<file path="src/rtl/sbd_pkg.sv">
package sbd_pkg;

    localparam int SEQ_W = 8;

    typedef logic [SEQ_W-1:0] seq_t;

    typedef enum logic [1:0] {
        Q_EMPTY   = 2'd0,
        Q_PARTIAL = 2'd1,
        Q_FULL    = 2'd2
    } qstate_e;

    // a strictly older than b, modulo 2**SEQ_W (window under half the range)
    function automatic logic seq_before(input seq_t a, input seq_t b);
        seq_t diff;
        diff = a - b;
        return diff[SEQ_W-1];
    endfunction

    function automatic logic seq_not_after(input seq_t a, input seq_t b);
        return (a == b) || seq_before(a, b);
    endfunction

endpackage

</file>
<file path="src/rtl/sbd_queue.sv">
module sbd_queue
    import sbd_pkg::*;
#(
    parameter int DEPTH = 4,
    localparam int CW = $clog2(DEPTH + 1)
) (
    input  logic                  clk,
    input  logic                  rst_n,
    input  logic                  clear_i,
    input  logic                  push_en_i,
    input  seq_t                  push_seq_i,
    input  logic                  pop_en_i,
    input  seq_t                  pop_seq_i,
    input  logic                  kill_en_i,
    input  seq_t                  kill_seq_i,
    input  logic                  exec_en_i,
    input  seq_t                  exec_seq_i,
    output seq_t [DEPTH-1:0]      seq_o,
    output logic [DEPTH-1:0]      exe_o,
    output logic [DEPTH-1:0]      rdy_o,
    output logic [CW-1:0]         cnt_o,
    output logic                  full_o
);

    localparam logic [CW-1:0] FULL_CNT = CW'(DEPTH);
    localparam logic [CW-1:0] ONE      = CW'(1);

    qstate_e               state_q, state_d;
    seq_t [DEPTH-1:0]      seq_q, seq_d;
    logic [DEPTH-1:0]      exe_q, exe_d;
    logic [DEPTH-1:0]      rdy_q, rdy_d;
    logic [CW-1:0]         cnt_q, cnt_d;

    // Next contents: execute mark, head pop, kill by identity, push; clear wins
    always_comb begin : next_contents
        logic kill_hit;
        int   kill_pos;
        kill_hit = 1'b0;
        kill_pos = 0;
        seq_d    = seq_q;
        exe_d    = exe_q;
        rdy_d    = rdy_q | exe_q;
        cnt_d    = cnt_q;

        if (exec_en_i) begin
            for (int i = 0; i < DEPTH; i++) begin
                if (CW'(i) < cnt_q && seq_q[i] == exec_seq_i) begin
                    exe_d[i] = 1'b1;
                end
            end
        end

        if (pop_en_i && cnt_d != '0 && seq_d[0] == pop_seq_i) begin
            for (int i = 0; i < DEPTH - 1; i++) begin
                seq_d[i] = seq_d[i+1];
                exe_d[i] = exe_d[i+1];
                rdy_d[i] = rdy_d[i+1];
            end
            seq_d[DEPTH-1] = '0;
            exe_d[DEPTH-1] = 1'b0;
            rdy_d[DEPTH-1] = 1'b0;
            cnt_d = cnt_d - ONE;
        end

        if (kill_en_i) begin
            for (int i = 0; i < DEPTH; i++) begin
                if (!kill_hit && CW'(i) < cnt_d && seq_d[i] == kill_seq_i) begin
                    kill_hit = 1'b1;
                    kill_pos = i;
                end
            end
            if (kill_hit) begin
                for (int i = 0; i < DEPTH - 1; i++) begin
                    if (i >= kill_pos) begin
                        seq_d[i] = seq_d[i+1];
                        exe_d[i] = exe_d[i+1];
                        rdy_d[i] = rdy_d[i+1];
                    end
                end
                seq_d[DEPTH-1] = '0;
                exe_d[DEPTH-1] = 1'b0;
                rdy_d[DEPTH-1] = 1'b0;
                cnt_d = cnt_d - ONE;
            end
        end

        if (push_en_i && cnt_d < FULL_CNT) begin
            for (int i = 0; i < DEPTH; i++) begin
                if (CW'(i) == cnt_d) begin
                    seq_d[i] = push_seq_i;
                    exe_d[i] = 1'b0;
                    rdy_d[i] = 1'b0;
                end
            end
            cnt_d = cnt_d + ONE;
        end

        if (clear_i) begin
            seq_d = '0;
            exe_d = '0;
            rdy_d = '0;
            cnt_d = '0;
        end
    end

    // Next occupancy state
    always_comb begin : next_state
        if (cnt_d == '0) begin
            state_d = Q_EMPTY;
        end else if (cnt_d == FULL_CNT) begin
            state_d = Q_FULL;
        end else begin
            state_d = Q_PARTIAL;
        end
    end

    // State and contents registers
    always_ff @(posedge clk or negedge rst_n) begin
        if (!rst_n) begin
            state_q <= Q_EMPTY;
            seq_q   <= '0;
            exe_q   <= '0;
            rdy_q   <= '0;
            cnt_q   <= '0;
        end else begin
            state_q <= state_d;
            seq_q   <= seq_d;
            exe_q   <= exe_d;
            rdy_q   <= rdy_d;
            cnt_q   <= cnt_d;
        end
    end

    // Outputs from state
    always_comb begin : state_outputs
        unique case (state_q)
            Q_EMPTY:   full_o = 1'b0;
            Q_PARTIAL: full_o = 1'b0;
            Q_FULL:    full_o = 1'b1;
            default:   full_o = 1'b0;
        endcase
    end

    assign seq_o = seq_q;
    assign exe_o = exe_q;
    assign rdy_o = rdy_q;
    assign cnt_o = cnt_q;

endmodule

</file>
<file path="src/rtl/sbd_order_gate.sv">
module sbd_order_gate
    import sbd_pkg::*;
#(
    parameter int CW = 3
) (
    input  logic [CW-1:0] cnt_i,
    input  seq_t          head_i,
    input  seq_t          req_i,
    output logic          ok_o
);

    // Free when nobody is pending, or when the requester is not younger than the head
    always_comb begin
        ok_o = (cnt_i == '0) || seq_not_after(req_i, head_i);
    end

endmodule

</file>
<file path="src/rtl/sbd_fwd_pick.sv">
module sbd_fwd_pick
    import sbd_pkg::*;
#(
    parameter int DEPTH = 4,
    localparam int CW = $clog2(DEPTH + 1)
) (
    input  logic [CW-1:0]         cnt_i,
    input  seq_t [DEPTH-1:0]      seq_i,
    input  logic [DEPTH-1:0]      exe_i,
    input  logic [DEPTH-1:0]      rdy_i,
    input  seq_t                  req_i,
    output logic                  hit_o,
    output seq_t                  seq_o
);

    always_comb begin
        logic found, stop, usable;
        seq_t pick;
        found  = 1'b0;
        stop   = 1'b0;
        usable = 1'b0;
        pick   = '0;
        for (int i = 0; i < DEPTH; i++) begin
            if (!stop && CW'(i) < cnt_i) begin
                if (seq_before(seq_i[i], req_i)) begin
                    found  = 1'b1;
                    pick   = seq_i[i];
                    usable = exe_i[i] & rdy_i[i];
                end else begin
                    stop = 1'b1;
                end
            end
        end
        hit_o = found && usable;
        seq_o = (found && usable) ? pick : '0;
    end

endmodule

</file>
<file path="src/rtl/sbd_bypass_pick.sv">
module sbd_bypass_pick
    import sbd_pkg::*;
#(
    parameter int DEPTH = 4,
    localparam int CW = $clog2(DEPTH + 1)
) (
    input  logic [CW-1:0]         cnt_i,
    input  seq_t [DEPTH-1:0]      seq_i,
    input  logic [DEPTH-1:0]      exe_i,
    output logic                  hit_o,
    output seq_t                  seq_o
);

    // First executed entry behind the head; a lone head never qualifies
    always_comb begin
        hit_o = 1'b0;
        seq_o = '0;
        for (int i = 1; i < DEPTH; i++) begin
            if (!hit_o && CW'(i) < cnt_i && exe_i[i]) begin
                hit_o = 1'b1;
                seq_o = seq_i[i];
            end
        end
    end

endmodule

</file>
<file path="src/rtl/sbd_scoreboard.sv">
module sbd_scoreboard
    import sbd_pkg::*;
#(
    parameter int NREG  = 8,
    parameter int DEPTH = 4,
    localparam int RIDX = $clog2(NREG),
    localparam int CW   = $clog2(DEPTH + 1)
) (
    input  logic             clk,
    input  logic             rst_n,
    input  logic             clear_i,
    input  logic             ins_valid_i,
    input  logic [SEQ_W-1:0] ins_seq_i,
    input  logic             ins_d0_en_i,
    input  logic [RIDX-1:0]  ins_d0_i,
    input  logic             ins_d1_en_i,
    input  logic [RIDX-1:0]  ins_d1_i,
    output logic             ins_stall_o,
    input  logic             wb_valid_i,
    input  logic [RIDX-1:0]  wb_reg_i,
    input  logic [SEQ_W-1:0] wb_seq_i,
    input  logic             sq_valid_i,
    input  logic [SEQ_W-1:0] sq_seq_i,
    input  logic             sq_d0_en_i,
    input  logic [RIDX-1:0]  sq_d0_i,
    input  logic             sq_d1_en_i,
    input  logic [RIDX-1:0]  sq_d1_i,
    input  logic             ex_valid_i,
    input  logic [SEQ_W-1:0] ex_seq_i,
    input  logic [RIDX-1:0]  rd_reg_i,
    input  logic [SEQ_W-1:0] rd_seq_i,
    output logic             rd_ok_o,
    input  logic [RIDX-1:0]  wr_reg_i,
    input  logic [SEQ_W-1:0] wr_seq_i,
    output logic             wr_ok_o,
    input  logic [RIDX-1:0]  fw_reg_i,
    input  logic [SEQ_W-1:0] fw_seq_i,
    output logic             fw_hit_o,
    output logic [SEQ_W-1:0] fw_seq_o,
    input  logic [RIDX-1:0]  by_reg_i,
    output logic             by_hit_o,
    output logic [SEQ_W-1:0] by_seq_o,
    input  logic [RIDX-1:0]  occ_reg_i,
    output logic [CW-1:0]    occ_cnt_o
);

    seq_t [DEPTH-1:0]  q_seq [NREG];
    logic [DEPTH-1:0]  q_exe [NREG];
    logic [DEPTH-1:0]  q_rdy [NREG];
    logic [CW-1:0]     q_cnt [NREG];
    logic [NREG-1:0]   q_full;
    logic [NREG-1:0]   push_en, pop_en, kill_en;

    // Any enabled target already full refuses the whole insert
    assign ins_stall_o = ins_valid_i &&
                         ((ins_d0_en_i && q_full[ins_d0_i]) ||
                          (ins_d1_en_i && q_full[ins_d1_i]));

    for (genvar g = 0; g < NREG; g++) begin : g_reg
        localparam logic [RIDX-1:0] IDX = RIDX'(g);

        assign push_en[g] = ins_valid_i && !ins_stall_o &&
                            ((ins_d0_en_i && ins_d0_i == IDX) ||
                             (ins_d1_en_i && ins_d1_i == IDX));
        assign pop_en[g]  = wb_valid_i && (wb_reg_i == IDX);
        assign kill_en[g] = sq_valid_i &&
                            ((sq_d0_en_i && sq_d0_i == IDX) ||
                             (sq_d1_en_i && sq_d1_i == IDX));

        sbd_queue #(.DEPTH(DEPTH)) u_queue (
            .clk        (clk),
            .rst_n      (rst_n),
            .clear_i    (clear_i),
            .push_en_i  (push_en[g]),
            .push_seq_i (ins_seq_i),
            .pop_en_i   (pop_en[g]),
            .pop_seq_i  (wb_seq_i),
            .kill_en_i  (kill_en[g]),
            .kill_seq_i (sq_seq_i),
            .exec_en_i  (ex_valid_i),
            .exec_seq_i (ex_seq_i),
            .seq_o      (q_seq[g]),
            .exe_o      (q_exe[g]),
            .rdy_o      (q_rdy[g]),
            .cnt_o      (q_cnt[g]),
            .full_o     (q_full[g])
        );
    end

    sbd_order_gate #(.CW(CW)) u_rd_gate (
        .cnt_i  (q_cnt[rd_reg_i]),
        .head_i (q_seq[rd_reg_i][0]),
        .req_i  (rd_seq_i),
        .ok_o   (rd_ok_o)
    );

    sbd_order_gate #(.CW(CW)) u_wr_gate (
        .cnt_i  (q_cnt[wr_reg_i]),
        .head_i (q_seq[wr_reg_i][0]),
        .req_i  (wr_seq_i),
        .ok_o   (wr_ok_o)
    );

    sbd_fwd_pick #(.DEPTH(DEPTH)) u_fwd (
        .cnt_i (q_cnt[fw_reg_i]),
        .seq_i (q_seq[fw_reg_i]),
        .exe_i (q_exe[fw_reg_i]),
        .rdy_i (q_rdy[fw_reg_i]),
        .req_i (fw_seq_i),
        .hit_o (fw_hit_o),
        .seq_o (fw_seq_o)
    );

    sbd_bypass_pick #(.DEPTH(DEPTH)) u_byp (
        .cnt_i (q_cnt[by_reg_i]),
        .seq_i (q_seq[by_reg_i]),
        .exe_i (q_exe[by_reg_i]),
        .hit_o (by_hit_o),
        .seq_o (by_seq_o)
    );

    assign occ_cnt_o = q_cnt[occ_reg_i];

endmodule

</file>
<file path="config.mk">
export PLATFORM = sky130hd
export DESIGN_NAME = sbd_scoreboard
export DESIGN_NICKNAME = d
export VERILOG_FILES = /design/src/rtl/sbd_pkg.sv /design/src/rtl/sbd_queue.sv /design/src/rtl/sbd_order_gate.sv /design/src/rtl/sbd_fwd_pick.sv /design/src/rtl/sbd_bypass_pick.sv /design/src/rtl/sbd_scoreboard.sv
export SDC_FILE = /design/constraint.sdc
export NUM_CORES = 2
export LEC_CHECK = 0
export BUFFER_PORTS_ARGS = -buffer_cell sky130_fd_sc_hd__buf_2
export CAP_MARGIN = 15
export CELL_PAD_IN_SITES_DETAIL_PLACEMENT = 1
export CELL_PAD_IN_SITES_GLOBAL_PLACEMENT = 1
export CORE_ASPECT_RATIO = 1.25
export CORE_MARGIN = 2
export CORE_UTILIZATION = 45
export CTS_CLUSTER_DIAMETER = 30
export DETAILED_ROUTE_END_ITERATION = 6
export MAX_ROUTING_LAYER = met4
export PLACE_DENSITY_LB_ADDON = 0.3
export SYNTH_ARGS = -nofsm -noshare
export SYNTH_HDL_FRONTEND = slang
export SYNTH_HIERARCHICAL = 1
export SYNTH_SLANG_ARGS = --single-unit
</file>
<file path="constraint.sdc">
create_clock -name clk -period 4.2 [get_ports clk]
set_input_delay 0.63 -clock clk [delete_from_list [all_inputs] [get_ports clk]]
set_output_delay 0.63 -clock clk [all_outputs]
set_load 0.02 [all_outputs]
</file>
======== Word-level counts from Yosys, hierarchy flattened ========
Cells that the tools add are included.
word-level totals
  register bits after elaboration ......... 360
  bits in latches ......................... 0
  memory bits (writable) .................. 0
  memory bits (read-only) ................. 0
  bits of input ports ..................... 97
  memories kept ........................... 0
operators by class
  $add $sub $neg .......................... 30
  $mul .................................... 0
  div/mod/pow operators ................... 0
  magnitude comparators ................... 110
  eq/ne operators ......................... 149
  shifts and indexed selects .............. 0
  multiplexer cells ....................... 565
  bitwise operators ....................... 17
  reductions and logical operators ........ 263
operators by type and width
  kind                 count
  $mux 32              52
  $eq 8x8->1           74
  $mux 8               72
  $bmux 32 s3          4
  $mux 4               94
  $ge 1x32->1 const A  8
  $ge 2x32->1 const A  8
  $ge 3x32->1 const A  8
  $mux 1               251
  $logic_and 1x1->1    181
  $mux 3               50
  $lt 2x3->1 const A   36
  $lt 1x3->1 const A   35
  $eq 3x3->1 const B   28
  $logic_not 3->1      23
  $mux 2               32
  $eq 2x3->1 const A   16
  $sub 3x1->3 const B  16
  $sub 8x8->8          6
  $bmux 3 s3           5
  $bmux 4 s3           3
  $or 4x4->4           8
  $eq 3x2->1 const B   10
  $logic_not 1->1      30
  other kinds (12)     84

======== Longest topological paths before layout ========
  depth after elaboration ................. 33
  depth in mapped cells ................... 18
  gate-level depth less buffers ........... 16

======== By module ========
The synthesis kept the hierarchy.
by module, submodules not included
  module           instances  cells each  area each (um^2)  sequential area each (um^2)
  sbd_queue        8          460         4,001.3           1,126.1
  sbd_scoreboard   1          475         6,901.6           0.0
  sbd_fwd_pick     1          114         1,038.5           0.0
  sbd_order_gate   2          29          209.0             0.0
  sbd_bypass_pick  1          43          270.3             0.0

======== Least setup slack after synthesis ========
Ideal clock, no wire load.
  path type ............................... input-to-output
  from .................................... input port fw_reg_i[1]
  to ...................................... output port fw_seq_o[0]
  arrival time ............................ 4.001 ns
  setup slack ............................. -0.431 ns
  cell stages on the path ................. 13
  path buffers ............................ 3
  cells stage by stage .................... clkbuf_1 -> clkbuf_1 -> buf_2 -> mux4_2 -> mux2_2 -> ha_1 -> a2111oi_0 -> o31ai_1 -> xnor2_2 -> a211oi_4 -> a32oi_2 -> o22ai_4 -> o2111a_1
between the ends
  longest elaborated chain between the ends .. 18
RTL lines
  what                                         RTL line               RTL
  start, declared                              sbd_scoreboard.sv:36   input logic [RIDX-1:0] fw_reg_i,
  $not 3->4 (implied by the code) *            -
  $bmux 32 s3                                  sbd_scoreboard.sv:106  .seq_i (q_seq[fw_reg_i]),
  $mux 32 (implied by the code) (2 in series)  sbd_scoreboard.sv:106
  $sub 8x8->8                                  sbd_pkg.sv:16          diff = a - b;
  $mux 1                                       sbd_fwd_pick.sv:25     if (seq_before(seq_i[i], req_i)) begin
  $mux 1                                       sbd_fwd_pick.sv:24     if (!stop && CW'(i) < cnt_i) begin
  $logic_not 1->1                              sbd_fwd_pick.sv:24
  $logic_and 1x1->1                            sbd_fwd_pick.sv:24
  (+2 left out)                                -
  $logic_and 1x1->1                            sbd_fwd_pick.sv:24
  $mux 1                                       sbd_fwd_pick.sv:24
  $logic_not 1->1                              sbd_fwd_pick.sv:24
  $logic_and 1x1->1                            sbd_fwd_pick.sv:24
  $mux 1                                       sbd_fwd_pick.sv:24
  $logic_and 1x1->1 *                          -
  via fw_hit_o                                 sbd_scoreboard.sv:38   output logic fw_hit_o,
  $mux 8 *                                     sbd_fwd_pick.sv:35     seq_o = (found && usable) ? pick : '0;
  end, declared                                sbd_scoreboard.sv:39   output logic [SEQ_W-1:0] fw_seq_o,
The timed path passes the listed nets; every way through them passes the cells marked *. The select of a mux whose other input is x is not followed.

======== Worst setup path in the final report ========
  from .................................... register g_reg[1].u_queue.seq_q, in the netlist g_reg[1].u_queue/seq_o[9]
  to ...................................... output port fw_seq_o[0]
between the ends
  longest elaborated chain between the ends .. 14
RTL lines
  what                                           RTL line               RTL
  start, declared                                sbd_queue.sv:29        seq_t [DEPTH-1:0] seq_q, seq_d;
  start signal, assigned                         sbd_queue.sv:127       seq_q <= seq_d;
  $bmux 32 s3 *                                  sbd_scoreboard.sv:106
  $mux 32 (implied by the code) * (2 in series)  sbd_scoreboard.sv:106
  $sub 8x8->8 *                                  sbd_pkg.sv:16
  $mux 1                                         sbd_fwd_pick.sv:25
  $mux 1                                         sbd_fwd_pick.sv:24
  $logic_not 1->1                                sbd_fwd_pick.sv:24
  $logic_and 1x1->1                              sbd_fwd_pick.sv:24
  $mux 1                                         sbd_fwd_pick.sv:24
  $logic_not 1->1                                sbd_fwd_pick.sv:24
  $logic_and 1x1->1                              sbd_fwd_pick.sv:24
  $mux 1                                         sbd_fwd_pick.sv:24
  $logic_and 1x1->1                              sbd_fwd_pick.sv:35
  $mux 8 *                                       sbd_fwd_pick.sv:35
Every way passes the cells marked *; elsewhere a longest branch is shown, timed or not. The select of a mux whose other input is x is not followed.

==> flow_summary.toml <==
[cts]
cts_sinks = 360
cts_buffer_depth = 3
cts_tree = "done"
cts-root-buf = "clkbuf_16"
insertion_delay_ns = 0.67
cts_buffers = 96
clk_pin_slew_ns = 0.05
h-tree-depth = 3

[setup_path]
critPathTopFamily = "compound AO/OA/AOI/OAI gates"
slowest_stage = "mux4_2"
path_max_fanout = 5
path_cells = "mux4_2, mux2_4, ha_4, a2111oi_4, buf_4, o21ai_4, a2bb2oi_4, nand3b_4, clkbuf_16, or3_1, o2111a_2, buf_6"
cp-start-kind = "flip-flop"
crit_arrival_ns = 4.12
critPathKind = "reg2out"
crit_start = "g_reg[1].u_queue/seq_o[9]"
regToRegEndpoint = "g_reg[3].u_queue/seq_o[14]"
crit_required_ns = 3.57
worst_setup_path_end_kind = "output port"
crit_buf_inv = 3
worst_r2r_path_depth = 15
reg2reg_slack_ns = 0.03
r2r-start = "g_reg[3].u_queue/seq_o[7]"
max_stage_delay_ns = 0.53

[floorplanning]
core_area_mm2 = 0.0885
start_util_pct = 45.3
num_io_pins = 121
die_y_um = 338
num_rows = 122
die_area_mm2 = 0.0916
die_w_um = 271

[cells_and_area]
nFillCells = 9884
multi_input_area_mm2 = 0.0290
seq_area_mm2 = 0.00904
layout-drive-gt1-share_pct = 34.6
fin_nets = 5260
syn2layout_area_growth_pct = 30.2

[place]
dp_hpwl_mm = 191
io_buffer_count = 120
dp_slack_ns = -0.546
gp_congestion = 1.21

[timing]
hold_violations = 0
drv_slew = 0
finalSetupViolations = 11
final.period_utilization_pct = 113
worst_pin_slew_ns = 1.29
fmaxAchievable_mhz = 210
timing.hold.ws_ns = 0.476
relSlewSlack_pct = 14.2
rsz0062_at_grt = "yes"
min_period_ns = 4.75
skew_ns = 0.0322
finalSetupTns_ns = -4.77
setup_ws_ns = -0.553

[power_and_ir_drop]
ir_drop_uv = 397
switching_share_pct = 28.5
pwr-share-seq_pct = 25.4
finalPower_w = 0.0139
cellPowerDensity_mw_per_mm2 = 266
share_comb_of_total_power_pct = 14.9
p_sw_w = 0.00396
p_leak_nw = 22.8
clkPwrFrac_pct = 59.6
intPower_w = 0.00993

[outcome]
violations = "design-rule violations, negative setup slack"
status = "finished with violations"

[detailed_routing]
wire_per_inst_um = 39.4
drc = 74
drt_pass1_iterations = 7
final_antenna_net_count = 0
vias = 46100
drt_iter0_drc = 6867
via_per_inst = 7.24
routed_wl_mm = 251

[job]
cap_violations = 0

[global_route]
gr-usage-all-layers_pct = 55.2
antenna_found_initial = 45
grt_pass1_vias = 46100
grt_start_max_net_pins = 88
overflow = 0
grt_first_pass_wirelength_mm = 348

[synthesis]
synth.avg_cell_area_um2 = 9.24
synth_area_mm2 = 0.0401
synthCells = 4343
syn_nets = 4550
ys.warnings.count = 6

[worst_hold_path]
min_path_type = "in2async"
==> state kept, by name (all words and copies together), names as in the netlist <==
signal / flops
g.u_queue/cnt_o: 24
g.u_queue/exe_o: 32
g.u_queue/rdy_o: 32
g.u_queue/seq_o: 256
g.u_queue/state_q: 16
==> layer usage <==
| layer | vias to the layer above | track usage (%) | routed length (um) |
|---|---|---|---|
| li1 | 17700 | - | - |
| met3 | 1375 | 22.8 | 36900 |
| met4 | 0 | 41.8 | 23400 |
| met5 | - | - | 0 |
| met1 | 23000 | 64.0 | 89400 |
| met2 | 4002 | 75.5 | 101000 |
==> worst max path at each step <==
stage	to	slack (ns)	cells past startpoint
finish	fw_seq_o[0]	-0.55	12
global route	fw_seq_o[7]	-0.58	12
CTS	fw_hit_o	-0.53	14
detailed placement	fw_seq_o[4]	-0.55	14
global placement	fw_seq_o[3]	-0.56	14
floorplan	fw_seq_o[0]	-0.28	13
==> what timing repair did <==
item,in CTS,in global routing
pin swaps,20,24
hold buffers,1,0
setup buffers,9,7
endpoints found under the setup margin,13,59
gates cloned,1,1
gates resized for setup,47,46
endpoints found under the hold margin,41,0
==> per-stage QoR <==
step / cell area, um^2 / util (%) / cells
floorplan: 40300 / - / 4343
global placement: 48000 / 54.2 / 6115
detailed placement: 48000 / 54.2 / 6115
CTS: 51800 / 58.5 / 6304
global route: 52200 / 59.0 / 6356
finish: 52300 / 59.0 / 6368
==> layout by cell type, fill, tap and decap left out, types with 140 or more instances in the layout <==
master,count
mux2_2,178
inv_1,207
nor2_1,346
nand3_1,140
buf_4,746
dfrtp_1,338
nand2_1,217
o21ai_0,153
mux4_2,196
xnor2_1,163
xor2_1,395
==> power by group through the flow <==
| stage | sequential, W | clock (W) | combinational, W |
|---|---|---|---|
| floorplan | 0.00359 | 0 | 0.000977 |
| global placement | 0.00358 | 0 | 0.00188 |
| detailed placement | 0.00358 | 0 | 0.00193 |
| CTS | 0.00353 | 0.00828 | 0.00196 |
| global route | 0.00353 | 0.00845 | 0.00212 |
| finish | 0.00353 | 0.00828 | 0.00208 |
==> worst register-to-register path, cell delays in order (launching register included) <==
cell	delay (ns)
dfrtp_1	0.68
xor2_1	0.20
nor3_2	0.30
nand4_2	0.29
a211oi_1	0.34
o221ai_2	0.17
a2111oi_4	0.38
nand2b_1	0.22
buf_4	0.14
xor2_1	0.22
inv_1	0.11
ha_1	0.27
o2111ai_2	0.12
buf_12	0.18
mux2_2	0.35
nor2_1	0.13
==> layout make-up <==
type	instances	share of cell area, %
tap	1178	2.82
clock buffer	116	5.07
multi-input combinational	3421	55.6
timing repair buffer	959	15.6
clock inverter	62	1.78
inverter	215	1.54
sequential	360	17.3
antenna	57	0.273
Note: power is estimated with default switching activity, not from simulation.
